<file path="config.mk">
export PLATFORM = sky130hd
export DESIGN_NAME = bitplane_transposer
export DESIGN_NICKNAME = d
export VERILOG_FILES = /design/src/rtl/bpt_pkg.sv /design/src/rtl/bpt_ctrl.sv /design/src/rtl/bpt_datapath.sv /design/src/rtl/bitplane_transposer.sv
export SDC_FILE = /design/constraint.sdc
export NUM_CORES = 1
export LEC_CHECK = 0
export ABC_AREA = 1
export BUFFER_PORTS_ARGS = -buffer_cell sky130_fd_sc_hd__buf_2
export CAP_MARGIN = 0
export CORE_MARGIN = 8
export CORE_UTILIZATION = 40
export DETAILED_ROUTE_END_ITERATION = 10
export PLACE_DENSITY_LB_ADDON = 0.3
export SKIP_LAST_GASP = 1
export SLEW_MARGIN = 20
export SYNTH_ARGS = -nofsm -noshare
export SYNTH_HDL_FRONTEND = slang
export SYNTH_SLANG_ARGS = --single-unit
</file>
<file path="constraint.sdc">
create_clock -name clk -period 2.3 [get_ports clk]
set_input_delay 0.575 -clock clk [delete_from_list [all_inputs] [get_ports clk]]
set_output_delay 0.575 -clock clk [all_outputs]
set_load 0.05 [all_outputs]
</file>
<file path="src/rtl/bpt_pkg.sv">
package bpt_pkg;
  // strobes from control to datapath
  typedef struct packed {
    logic capture;  // store the sampled bit of the current channel
    logic emit;     // last channel of a plane: the merged word is valid
  } dpStrobe_t;
endpackage

</file>
<file path="src/rtl/bpt_ctrl.sv">
module bpt_ctrl #(
  parameter int NUM_CH = 32,
  parameter int PLANES = 14,
  localparam int CW = $clog2(NUM_CH),
  localparam int PW = $clog2(PLANES)
) (
  input  logic               clk,
  input  logic               rstN,
  input  logic               updReq,
  output bpt_pkg::dpStrobe_t strb,
  output logic [CW-1:0]      chIdx,
  output logic [PW-1:0]      planeIdx,
  output logic               busy,
  output logic               done
);
  localparam logic [CW-1:0] CH_LAST = CW'(NUM_CH - 1);
  localparam logic [PW-1:0] PL_LAST = PW'(PLANES - 1);

  logic running;
  logic pending;
  logic start;
  logic lastCh;
  logic lastPl;

  assign start  = !running && pending;
  assign lastCh = (chIdx == CH_LAST);
  assign lastPl = (planeIdx == PL_LAST);

  always_ff @(posedge clk) begin
    if (!rstN) begin
      running  <= 1'b0;
      pending  <= 1'b0;
      chIdx    <= '0;
      planeIdx <= '0;
      done     <= 1'b0;
    end else begin
      done    <= 1'b0;
      // a request in the start cycle is kept for the next pass
      pending <= updReq || (pending && !start);
      if (start) begin
        running  <= 1'b1;
        chIdx    <= '0;
        planeIdx <= '0;
      end else if (running) begin
        if (lastCh) begin
          chIdx <= '0;
          if (lastPl) begin
            running <= 1'b0;
            done    <= 1'b1;
          end else begin
            planeIdx <= planeIdx + 1'b1;
          end
        end else begin
          chIdx <= chIdx + 1'b1;
        end
      end
    end
  end

  always_comb begin
    strb.capture = running;
    strb.emit    = running && lastCh;
  end

  assign busy = running;
endmodule

</file>
<file path="src/rtl/bpt_datapath.sv">
module bpt_datapath #(
  parameter int NUM_CH = 32,
  parameter int PLANES = 14,
  parameter int IN_W   = 16,
  localparam int CW  = $clog2(NUM_CH),
  localparam int PW  = $clog2(PLANES),
  localparam int BW  = $clog2(IN_W),
  localparam int OFS = IN_W - PLANES
) (
  input  logic               clk,
  input  logic               rstN,
  input  bpt_pkg::dpStrobe_t strb,
  input  logic [CW-1:0]      chIdx,
  input  logic [PW-1:0]      planeIdx,
  input  logic [IN_W-1:0]    fbData,
  output logic [NUM_CH-1:0]  planeData
);
  logic [NUM_CH-1:0] acc;
  logic [BW-1:0]     bitPos;
  logic              selBit;

  assign bitPos = BW'(planeIdx) + BW'(OFS);
  assign selBit = fbData[bitPos];

  always_ff @(posedge clk) begin
    if (!rstN) acc <= '0;
    else if (strb.capture) acc[chIdx] <= selBit;
  end

  // merge the current channel's bit so the word is complete in its last cycle
  for (genvar j = 0; j < NUM_CH; j++) begin : g_merge
    assign planeData[j] = (chIdx == CW'(j)) ? selBit : acc[j];
  end
endmodule

</file>
<file path="src/rtl/bitplane_transposer.sv">
module bitplane_transposer #(
  parameter int NUM_CH = 32,
  parameter int PLANES = 14,
  parameter int IN_W   = 16,
  localparam int CW = $clog2(NUM_CH),
  localparam int PW = $clog2(PLANES)
) (
  input  logic              clk,
  input  logic              rstN,
  input  logic              updReq,
  output logic [CW-1:0]     fbAddr,
  input  logic [IN_W-1:0]   fbData,
  output logic              planeWe,
  output logic [PW-1:0]     planeAddr,
  output logic [NUM_CH-1:0] planeData,
  output logic              busy,
  output logic              done
);
  bpt_pkg::dpStrobe_t strb;
  logic [CW-1:0] chIdx;
  logic [PW-1:0] planeIdx;

  bpt_ctrl #(.NUM_CH(NUM_CH), .PLANES(PLANES)) u_ctrl (
    .clk(clk), .rstN(rstN), .updReq(updReq), .strb(strb),
    .chIdx(chIdx), .planeIdx(planeIdx), .busy(busy), .done(done)
  );

  bpt_datapath #(.NUM_CH(NUM_CH), .PLANES(PLANES), .IN_W(IN_W)) u_dp (
    .clk(clk), .rstN(rstN), .strb(strb), .chIdx(chIdx),
    .planeIdx(planeIdx), .fbData(fbData), .planeData(planeData)
  );

  assign fbAddr    = chIdx;
  assign planeWe   = strb.emit;
  assign planeAddr = planeIdx;
endmodule

</file>
After elaboration in Yosys (flattened, before gate mapping)
Index checks and enable logic that the tools add are counted.
{ "totals": {"output_inout_bits": 44, "reg_bits": 44} }
{ "classes": {"n_addsub": 3, "n_mux": 43, "bitwise_logic": 4, "n_reduce_logical": 11, "magnitude_cmp": 3, "eq_ne": 32} }
{ "ops": {"columns": ["operator", "count"], "rows": [
  ["== test 5 bit, second input constant", 16],
  ["== test 5 x 4 -> 1 bit, second input constant", 8],
  ["two-way mux 1 bit", 39],
  ["bitwise mux 32 bit", 1],
  ["== test 5 x 3 -> 1 bit, second input constant", 4],
  ["== test 5 x 2 -> 1 bit, second input constant", 2],
  ["< comparator 5 x 6 -> 1 bit, second input constant", 1],
  ["adder 5 x 1 -> 5 bit, second input constant", 1],
  ["demux 1 bit (select 5 bit)", 1],
  ["== test 5 x 1 -> 1 bit, second input constant", 1],
  ["greater-or-equal comparator 5 x 1 -> 1 bit, second input constant", 1],
  ["zero test 5 bit", 1],
  ["< comparator 4 x 5 -> 1 bit, second input constant", 1],
  ["two-way mux 5 bit", 1],
  ["adder 4 x 1 -> 4 bit, second input constant", 1],
  ["adder 4 x 2 -> 4 bit, second input constant", 1],
  ["binary-select mux 1 bit (select 4 bit)", 1],
  ["== test 4 bit, second input constant", 1],
  ["logical AND 1 bit", 4],
  ["inverter 1 bit", 4],
  ["OR reduction 4 bit", 1],
  ["AND reduction 3 bit", 1],
  ["zero test 1 bit", 2],
  ["OR reduction 2 bit", 1],
  ["logical OR 1 bit", 1]
]} }

Depth between registers and ports, before layout
{ "logic_depth": {"word_depth": 5, "depth_mapped": 11} }

Modules after synthesis
Synthesis repeated with hierarchy kept, for this count alone.
{ "unflattened": {"hier_cells": 532, "area_unflattened_um2": 3110.5} }
{ "by_module_without_submodules": {"columns": ["module", "seq_area_each_um2", "instances", "cells_per_inst", "area_per_inst_um2"], "rows": [
  ["bpt_datapath", 640.6, 1, 454, 2496.1],
  ["bpt_ctrl", 240.2, 1, 78, 614.3]
]} }

Least setup slack after synthesis
OpenSTA, ideal clock, no wires.
{ "synth_path": {"path_kind": "register -> output", "startpoint": "reg u_ctrl.planeIdx[1]", "endpoint": "out planeData[4]", "stages_incl_launch_ff": 8, "required_time_ns": 1.725, "slack_ns": -0.275, "t_arrival_ns": 2.000, "cell_sequence": "dfxtp_1 ha_1 xnor2_1 nand3b_2 nand2_2 buf_4 nand2_1 nand2_1"} }
{ "synth_between": {"elab_chain_len": 4} }
{ "synth_rtl": {"columns": ["item", "line_no", "source"], "rows": [
  ["start: declaration", "bpt_ctrl.sv:12", "output logic [PW-1:0] planeIdx,"],
  ["start signal: assignment", "bpt_ctrl.sv:51", "planeIdx <= planeIdx + 1'b1;"],
  ["adder 4 x 2 -> 4 bit", "bpt_datapath.sv:22", "assign bitPos = BW'(planeIdx) + BW'(OFS);"],
  ["binary-select mux 1 bit (select 4 bit)", "bpt_datapath.sv:23", "assign selBit = fbData[bitPos];"],
  ["two-way mux 1 bit (not written as such)", "bpt_datapath.sv:23", null],
  ["two-way mux 1 bit", "bpt_datapath.sv:32", "assign planeData[j] = (chIdx == CW'(j)) ? selBit : acc[j];"],
  ["end: declaration", "bitplane_transposer.sv:15", "output logic [NUM_CH-1:0] planeData,"]
]} }
No other way between the ends. The select of a mux whose other input is x is not followed.

Worst setup path in the final report
{ "layout_path": {"startpoint": "reg u_ctrl.planeIdx[0]", "endpoint": "out planeData[11]"} }
Same word-level chain as after synthesis.

==> summary.md <==
| Metric | Value |
|---|---|
| Status | finished, violations left |
| Failing checks | setup timing |
| GPL Wtd Cong | 0.8254 |
| Synth Flop Type | dfxtp_1 |
| # H-tree levels | 2 |
| Global-route wire length before repair | 14.87 mm |
| FF-to-FF path depth | 12 |
| Worst-margin pin slew | 0.5767 ns |
| Sequential fraction of the synthesis area | 29.68% |
| DRT Pass-1 Iters | 4 |
| Synth warn | 0 |
| Placement Cell Area | 0.003525 mm2 |
| Port Buf Inserts | 62 |
| Post-route ant nets | 0 |
| Post-Synth Adder-Cell Area | 3.794% |
| Worst Path Required | 1.73 ns |
| Chip width | 102.1 um |
| Post-synth EDFFs | 0 |
| Mapped cell area | 0.002968 mm2 |
| CTS tree | done |
| Worst Clk Skew | 0.006777 ns |
| Most frequent CP cell | nand2_2 |
| LEAKAGE | 2.381 nW |
| I/O pins | 63 |
| Kind of critical path | register to primary output |
| Synth Instances | 524 |
| Setup violations, final | 32 |
| Max incr delay on CP | 0.40 ns |
| Period utilisation layout | 103.2% |
| Slowest cell on crit path | dfxtp_4 |
| Root Buffer | clkbuf_8 |
| RSZ-0062 raised after global routing | true |
| Starting DRT DRC Count | 171 |
| TNS Setup | -1.569 ns |
| Avg WL per Cell | 13.24 um |
| Hold Crit Depth | 3 |
| Most common cell after layout, fill and taps aside | nand2_1 |
| Switch Pwr | 0.4074 mW |
| Vias per Instance | 4.783 |
| Area Growth Syn to Fin | 48.82% |
| Total CTS buffers | 5 |
| Layout cell share with drive strength beyond 1 | 32.28% |
| Power density over the cells | 336.8 mW/mm2 |
| Most frequent cells in the layout | nand2_1 (112), nor2_1 (87), inv_1 (82), nand3_1 (40), dfxtp_1 (37) |
| Initial Util | 41.14% |
| DRC | 0 |
| Sw frac | 27.39% |
| CP Capture Type | primary output |
| Initial antenna violation count | 0 |
| Die outline height | 102.1 um |
| Filler Cell Count | 658 |
| Internal power | 1.080 mW |
| FFs w/ async S/R, synth | 0% |
| Number of global-route vias before repair | 3223 |
| Worst-path fanout max | 8 |
| Total grt overflow | 0 |
| Comb power frac | 13.5% |
| Mean Syn Cell Area | 5.664 um2 |
| CTS Buffer Depth | 2 |
| FF+latch count, synth | 44 |
| Simple-gate area share of the yosys netlist | 43.34% |
| Ant diodes | 0 |
| Synth cell types | 22 |
| Cell Chain, Critical Path | buf_6 > nor2_2 > nor2_1 > nand2_1 > nand3_2 > nand3b_4 > nand2_8 > clkbuf_16 > nand2_2 > nand2_2 > buf_8 |
| Latest clock arrival within the worst-skew pair | 0.30 ns |
| Final Hold Vio Count | 0 |
| Final Critical Period | 2.373 ns |
| Final wirelength | 9.269 mm |
| HP Class | input port to register |
| CP Data Arrival Time | 1.80 ns |
| Core area | 0.007214 mm2 |
| Worst slew margin | 61.56% |
| Via count | 3348 |
| Startpoint Class | register |
| Max-cap violation count | 0 |
| Max Clk Rate | 421.4 MHz |
| Post-synthesis xor/xnor area fraction | 0.5902% |
| Fin area | 0.004417 mm2 |
| Syn Nets | 552 |
| Largest net degree at the start of global routing | 33 |
| Largest family of logic cells by synthesized area | simple AND/OR/NAND/NOR gates |
| Tot Pwr | 1.487 mW |
| CTS Sinks | 44 |
| Clock Power Share | 34.6% |
| Clk pin slew, worst setup/hold paths | 0.08 ns |
| Sequential share of power | 51.9% |
| Peak VDD IR | 0.0002881 V |
| DP HPWL | 6.027 mm |
| Die area | 0.01043 mm2 |
| Nets | 628 |
| Row Count | 31 |
| Post-synthesis compound-gate area fraction | 7.799% |
| Multiplexer share of the synthesized area | 0% |
| Setup ws final | -0.07291 ns |
| GRT Overall Usage | 17.72% |
| Final-report max-slew violation count | 0 |
==> layer usage <==
metal | up-vias | share of wire [%] | track usage (%)
met5 | - | 0 | 0
met2 | 92 | 50 | 30.83
met1 | 1523 | 42 | 20.79
li1 | 1725 | - | -
met4 | 0 | 1.0 | 5.982
met3 | 8 | 7.0 | 4.087
==> final timing paths <==
check	start	endpoint	slack, ns
max reg2reg	u_ctrl.chIdx[1]$_SDFFE_PP0P_	u_ctrl.planeIdx[3]$_SDFFE_PP0P_	0.40
min	updReq	u_ctrl.pending$_SDFF_PN0_	0.50
max	u_ctrl.planeIdx[0]$_SDFFE_PP0P_	planeData[11]	-0.07
min reg2reg	u_dp.acc[15]$_SDFFE_PN0P_	u_dp.acc[15]$_SDFFE_PN0P_	0.53
==> critical path, delay by kind of cell, from the launching register on <==
kind,cells,cell delay (ns)
buffers and inverters,3,0.45
and+or+nand+nor,8,0.64
DFF,1,0.40
==> state kept, by name, indices dropped and copies added, names as in the netlist <==
register and flops:
u_dp.acc 32, u_ctrl.chIdx 5, u_ctrl.planeIdx 4, u_ctrl.busy 1, u_ctrl.done 1, u_ctrl.pending 1
==> through the flow <==
stage	utilization, %	setup slack (ns)	hold WS [ns]	instances
floorplan	-	0.03526	0.4787	524
global placement	48.86	0.05497	0.4921	682
detailed placement	48.86	0.03512	0.5038	682
CTS	56.61	-0.06386	0.4974	699
global route	61.22	-0.1719	0.5092	700
finish	61.22	-0.07291	0.4998	700
==> cell usage after synthesis, types with 3 or more instances <==
cell	n	share of area (%)
nor3_1	3	0.51
nor2_2	5	1.1
buf_2	6	1.0
a21oi_1	8	1.3
nand3_1	45	7.6
o21ai_0	15	2.5
o21a_1	14	3.5
ha_1	9	3.8
nand2_1	173	22
inv_2	8	1.0
clkbuf_1	6	0.76
nor2_1	91	12
inv_1	86	11
buf_4	4	1.0
dfxtp_1	44	30
==> final cells by class <==
cell class,count,area [um2],area share (%)
multi-input combinational,369,2062,46.69
tap,99,123.9,2.805
timing repair buffer,85,875.8,19.83
sequential,44,899.6,20.37
inverter,95,365.4,8.272
clock buffer,8,90.09,2.040
==> kinds of logic (layout without fill, tap and decap cells) <==
group	count (synthesis)	after routing
compound gates	38	38
xor+xnor	2	2
fa+ha+maj	9	9
buf+inv	111	188
flops	44	44
simple gates	320	320
==> timing repair <==
action	CTS	global route
hold endpoints to repair	0	0
setup buffers	8	2
cloned	2	1
pin swaps	6	15
resized for setup	115	86
hold buffers	0	0
setup endpoints to repair	33	33
==> power groups by stage <==
stage / sequential [mW] / clock (mW) / combinational [mW]
6_report: 0.772 / 0.515 / 0.201
5_1_grt: 0.773 / 0.557 / 0.217
4_1_cts: 0.771 / 0.527 / 0.187
3_5_place_dp: 0.793 / 0 / 0.160
3_3_place_gp: 0.792 / 0 / 0.159
2_1_floorplan: 0.800 / 0 / 0.0880
Note: power is estimated with default switching activity, not from simulation.
